`src/rtl/bus_arb_pkg.sv`:
```
package bus_arb_pkg;
  localparam int DEF_NODES    = 8;
  localparam int DEF_TENURE_W = 4;

  function automatic int wrap_next(input int id, input int nodes);
    return (id + 1 >= nodes) ? 0 : id + 1;
  endfunction
endpackage

```
`src/rtl/rr_pick.sv`:
```
module rr_pick #(
  parameter int NODES = 8,
  localparam int ID_W = $clog2(NODES)
) (
  input  logic [NODES-1:0] elig,
  input  logic [ID_W-1:0]  start,
  output logic             found,
  output logic [ID_W-1:0]  win
);
  // Scan from start upward with wrap; the candidate closest to start wins.
  always_comb begin
    found = 1'b0;
    win   = '0;
    for (int i = NODES - 1; i >= 0; i--) begin
      int idx;
      idx = int'(start) + i;
      if (idx >= NODES) idx = idx - NODES;
      if (elig[idx]) begin
        found = 1'b1;
        win   = ID_W'(idx);
      end
    end
  end
endmodule

```
`src/rtl/tenure_timer.sv`:
```
module tenure_timer #(
  parameter int TENURE_W = 4
) (
  input  logic                clk,
  input  logic                rst,
  input  logic                load,
  input  logic [TENURE_W-1:0] limit,
  output logic                done
);
  logic [TENURE_W-1:0] cnt;

  always_ff @(posedge clk) begin
    if (rst)              cnt <= '0;
    else if (load)        cnt <= TENURE_W'(1);
    else if (cnt != '1)   cnt <= cnt + 1'b1;
  end

  assign done = (cnt >= limit);

  // the counter saturates instead of wrapping back below the limit
  p_cnt_sat_r5: assert property (@(posedge clk) disable iff (rst)
    (cnt == '1 && !load) |=> (cnt == '1));
endmodule

```
`src/rtl/bus_arb_node.sv`:
```
module bus_arb_node #(
  parameter int NODES    = bus_arb_pkg::DEF_NODES,
  parameter int TENURE_W = bus_arb_pkg::DEF_TENURE_W,
  parameter int MY_ID    = 0,
  localparam int ID_W    = $clog2(NODES)
) (
  input  logic                clk,
  input  logic                rst,
  input  logic [NODES-1:0]    bus_req,
  input  logic                bus_lock,
  input  logic                host_req,
  input  logic [TENURE_W-1:0] tenure_limit,
  output logic                node_grant,
  output logic                host_grant,
  output logic                owner_valid,
  output logic [ID_W-1:0]     owner_id
);
  logic            cur_valid, host_act;
  logic [ID_W-1:0] cur_id, prio;

  logic            n_valid, n_host, load_t, tenure_done;
  logic [ID_W-1:0] n_id, n_prio;
  logic [NODES-1:0] own_bit, elig;
  logic            others, proc_end, host_end, boundary, found;
  logic [ID_W-1:0] win;

  always_comb begin
    own_bit = '0;
    if (cur_valid) own_bit[cur_id] = 1'b1;
  end

  assign elig     = bus_req & ~own_bit;
  assign others   = (|elig) | host_req;
  assign proc_end = cur_valid && !bus_lock &&
                    (!bus_req[cur_id] || (tenure_done && others));
  assign host_end = host_act && !host_req;
  assign boundary = (!cur_valid && !host_act) || proc_end || host_end;

  rr_pick #(.NODES(NODES)) u_pick (
    .elig  (elig),
    .start (prio),
    .found (found),
    .win   (win)
  );

  tenure_timer #(.TENURE_W(TENURE_W)) u_timer (
    .clk   (clk),
    .rst   (rst),
    .load  (load_t),
    .limit (tenure_limit),
    .done  (tenure_done)
  );

  always_comb begin
    n_valid = cur_valid;
    n_host  = host_act;
    n_id    = cur_id;
    n_prio  = prio;
    load_t  = 1'b0;
    if (boundary) begin
      if (host_req && !bus_lock) begin
        n_host  = 1'b1;
        n_valid = 1'b0;
      end else if (found) begin
        n_host  = 1'b0;
        n_valid = 1'b1;
        n_id    = win;
        n_prio  = ID_W'(bus_arb_pkg::wrap_next(int'(win), NODES));
        load_t  = 1'b1;
      end else begin
        n_host  = 1'b0;
        n_valid = 1'b0;
      end
    end
  end

  always_ff @(posedge clk) begin
    if (rst) begin
      cur_valid  <= 1'b0;
      host_act   <= 1'b0;
      cur_id     <= '0;
      prio       <= '0;
      node_grant <= 1'b0;
    end else begin
      cur_valid  <= n_valid;
      host_act   <= n_host;
      cur_id     <= n_id;
      prio       <= n_prio;
      node_grant <= n_valid && (n_id == ID_W'(MY_ID));
    end
  end

  assign host_grant  = host_act;
  assign owner_valid = cur_valid;
  assign owner_id    = cur_id;

  // a requesting owner inside its tenure is never displaced
  p_hold_req_r4: assert property (@(posedge clk) disable iff (rst)
    (owner_valid && bus_req[owner_id] && !tenure_done) |=> (owner_valid && $stable(owner_id)));
  // lock freezes the owner
  p_lock_hold_r6: assert property (@(posedge clk) disable iff (rst)
    (owner_valid && bus_lock) |=> (owner_valid && $stable(owner_id)));
  // host ownership excludes every processor grant
  p_host_excl_r7: assert property (@(posedge clk) disable iff (rst)
    host_grant |-> (!node_grant && !owner_valid));
  // no host grant while a processor holds the lock
  p_host_lock_r8: assert property (@(posedge clk) disable iff (rst)
    (owner_valid && bus_lock) |=> !host_grant);
endmodule

```
`config.mk`:
```
export PLATFORM = sky130hd
export DESIGN_NAME = bus_arb_node
export DESIGN_NICKNAME = d
export VERILOG_FILES = /design/src/rtl/bus_arb_pkg.sv /design/src/rtl/rr_pick.sv /design/src/rtl/tenure_timer.sv /design/src/rtl/bus_arb_node.sv
export SDC_FILE = /design/constraint.sdc
export NUM_CORES = 1
export LEC_CHECK = 0
export BUFFER_PORTS_ARGS = -buffer_cell sky130_fd_sc_hd__buf_2
export CAP_MARGIN = 20
export CORE_MARGIN = 5
export CORE_UTILIZATION = 65
export CTS_CLUSTER_DIAMETER = 30
export DETAILED_ROUTE_END_ITERATION = 10
export PLACE_DENSITY = 0.9
export SYNTH_ARGS = -nofsm -noshare
export SYNTH_HDL_FRONTEND = slang
export SYNTH_SLANG_ARGS = --single-unit
```
`constraint.sdc`:
```
create_clock -name clk -period 8.5 [get_ports clk]
set_input_delay 0.425 -clock clk [delete_from_list [all_inputs] [get_ports clk]]
set_output_delay 0.425 -clock clk [all_outputs]
set_load 0.1 [all_outputs]
```
==> flow_summary.yaml <==
final_layout:
  finish.net_count: 300
  mostFrequentLayoutCell: "sky130_fd_sc_hd__nand2_1"
  layout_common_cells: "sky130_fd_sc_hd__nand2_1 (23), sky130_fd_sc_hd__buf_2 (21), sky130_fd_sc_hd__nor2_1 (16)"
  final_standard_cell_utilization_of_the_core: 0.723
  flow.area_growth_from_synthesis_pct: 5.70
  fraction_of_layout_instances_using_a_drive_strength_above_1: 0.167
  total_of_fill_cells_in_the_finished_design: 266
  antenna-diode-count: 0
routing:
  totalWireLength_mm: 6.04
  drtAntennaViolNets: 0
  detail_route.drc_violations: 0
  drt_first_pass_iters: 5
  final_routed_wire_length_divided_by_cell_count_microns: 18.9
  avgViaCountPerCell: 7.34
  drt_first_iter_violations: 297
  route.vias.total: 2343
job:
  max_cap_viol_count: 0
placed_design:
  gp_congestion: 0.954
  dp_hpwl_mm: 4.50
  detailedPlace.worstSlack_ns: 4.75
  port_buffers: 21
worst_setup_path:
  setup.worst_path.end_class: "register"
  worst-path-max-fanout: 20
  timing.critical_path.arrival_ns: 4.05
  worstSetupPathType: "register to register"
  critPathLaunchType: "register"
  critical_path_required_ns: 8.71
timing:
  setup-tns-final_ns: 0
  setup_viol_count_final: 0
  max_freq_mhz: 261
  relSlewSlack: 0.551
  final.hold.worst_slack_ns: 0.407
  rsz0062_at_grt: "no"
  slew_violations: 0
  final_min_period_over_clock_period: 0.451
  finalClockSkew_ns: 0.00228
  tightest_pin_transition_ns: 0.672
  final_hold_violations: 0
  min_period_ns: 3.83
  timing.final.ws_setup_ns: 4.67
min_path:
  hp-class: "primary input to register"
global_route:
  grt_antenna_before_repair: 0
  first_global_vias: 2124
  globalRouteOverflowTotal: 0
  global_route_wire_length_before_repair_mm: 10.1
  grt_start_max_net_pins: 31
  grt_use_total: 0.289
logic_synthesis:
  synth-warning-count: 0
  postSynth.topFlopCell: "sky130_fd_sc_hd__dfxtp_1"
  synth-edff-count: 0
  synth_top_family_by_area: "compound AO/OA/AOI/OAI gates"
  seq_area_frac_synth: 0.124
  synth.lib_cells_used.distinct: 74
  post_synth_xor_area_fraction: 0.0125
  postSynth.asyncResetShare: 0
  postSynthRegisterBits: 13
  post_synth.cell_area_avg_sq_um: 7.89
  netlist_instances: 267
  post_synth_instance_area_sq_mm: 0.00211
  synth_area_in_compound_gates: 0.332
  adder_and_majority_gate_portion_of_the_synthesized_area: 0.0475
  muxShareOfSynthArea: 0.143
  synthSimpleGateAreaFrac: 0.275
  mappedNetlistNets: 291
cts:
  cts_max_path_buffers: 2
  cts.hold.buffers_added: 0
  tritoncts: "done"
  clock_tree.htree_level_count: 1
  cts_inserted_buffers: 3
  clk_pin_slew_worst_paths_ns: 0.07
  cts_setup_buffers: 0
  cts.sinks: 13
  clk_latency_ns: 0.27
  cts_resized: 0
  library_cell_used_as_clock_root_buffer: "sky130_fd_sc_hd__clkbuf_4"
floorplanning:
  ios: 22
  die-area_sq_mm: 0.00448
  initial_core_util: 0.684
  die_width_microns: 66.9
  placementRows: 20
  die-height_microns: 66.9
  core-area_sq_mm: 0.00308
pwr:
  switching_share: 0.551
  standby_leakage_power_nw: 0.895
  power-per-cell-area_mw_per_mm2: 385
  power.internal_mw: 0.385
  clkPwrFrac: 0.043
  pwr-share-comb: 0.827
  worst_ir_drop_vdd_uv: 274
  p_seq_frac: 0.131
  net_switching_power_figure_mw: 0.473
run_status:
  status: "finished, final reports clean"
-- sequential cells by signal (all words and copies together) (netlist names) --
signal / count
u_timer.cnt: 4
node_grant: 1
host_grant: 1
owner_valid: 1
prio: 3
owner_id: 3
-- per-layer routing --
metal / GRT usage / wire (microns)
met5: 0 / 0
met4: 0.111 / 148
met3: 0.0304 / 679
met2: 0.476 / 2870
met1: 0.385 / 2340
-- power groups by stage --
stage                     Sequential (mW)  Clock (mW)  Combinational [mW]
after floorplan                     0.144           0               0.532
after global placement              0.110           0               0.680
after detailed placement            0.112           0               0.689
after CTS                           0.110      0.0383               0.694
after global routing                0.117      0.0420               0.764
final                               0.112      0.0366               0.709
-- worst max-delay path, stage by stage, from the launching register on --
cell	delay, ns
sky130_fd_sc_hd__dfxtp_1	0.34
sky130_fd_sc_hd__clkinv_1	0.24
sky130_fd_sc_hd__ha_1	0.61
sky130_fd_sc_hd__o32ai_1	0.63
sky130_fd_sc_hd__mux4_2	0.44
sky130_fd_sc_hd__or2_1	0.15
sky130_fd_sc_hd__o221ai_1	0.10
sky130_fd_sc_hd__a32oi_1	0.38
sky130_fd_sc_hd__inv_1	0.09
sky130_fd_sc_hd__ha_1	0.21
sky130_fd_sc_hd__nor4_1	0.34
sky130_fd_sc_hd__o2111ai_1	0.16
sky130_fd_sc_hd__nand3_1	0.09
-- worst paths after layout --
| kind | slack, ns | startpoint | endpoint | cells after the start |
|---|---|---|---|---|
| setup reg to reg | 4.67 | prio[0] | prio[2] | 12 |
| hold reg to reg | 0.58 | host_grant | host_grant | 1 |
| hold / removal | 0.41 | rst | prio[0] | 2 |
| setup / recovery | 4.67 | prio[0] | prio[2] | 12 |
-- cells by family (layout without fill, tap and decap cells) --
family / after synthesis / count (layout)
AO/OA/AOI/OAI: 87 / 87
XOR/XNOR: 3 / 3
adder cells (fa/ha/maj): 8 / 8
buffers and inverters: 35 / 43
flip-flops: 13 / 13
multiplexers: 18 / 18
AND/OR/NAND/NOR: 103 / 103
-- synthesized netlist by cell type, drive strengths merged, types with 3 or more instances --
library cell,instances,area share
nand2,23,0.041
o21a,4,0.014
o2111ai,3,0.012
a221o,3,0.014
a32o,6,0.029
o31ai,3,0.017
nand3,12,0.029
mux4,9,0.096
ha,8,0.048
and2,6,0.018
a21oi,13,0.031
a32oi,5,0.021
nand4b,3,0.012
a31oi,5,0.015
nor3,4,0.0095
nand4,4,0.012
nor2,17,0.031
o211a,3,0.014
buf,8,0.019
inv,15,0.027
dfxtp,13,0.12
nor2b,14,0.042
a22oi,3,0.011
mux2,4,0.023
nand4bb,3,0.016
mux2i,5,0.024
clkbuf,11,0.020
o21ai,5,0.012
a211oi,3,0.011
o32ai,4,0.017
-- stage by stage --
stage	cell area, sq um	cells	total power, mW
floorplan	2110	267	0.677
global placement	2200	315	0.790
detailed placement	2200	315	0.800
CTS	2230	319	0.842
global route	2230	319	0.923
finish	2230	319	0.857
-- layout make-up --
cell class                      count  area (sq um)  area share
Clock buffer                        4          26.3      0.0118
Inverter                           16          60.1      0.0270
Multi-Input combinational cell    219          1700       0.766
Sequential cell                    13           260       0.117
Tap cell                           44          55.1      0.0247
Timing Repair Buffer               23           120      0.0540
No activity file was read; power rests on OpenSTA's default activity.
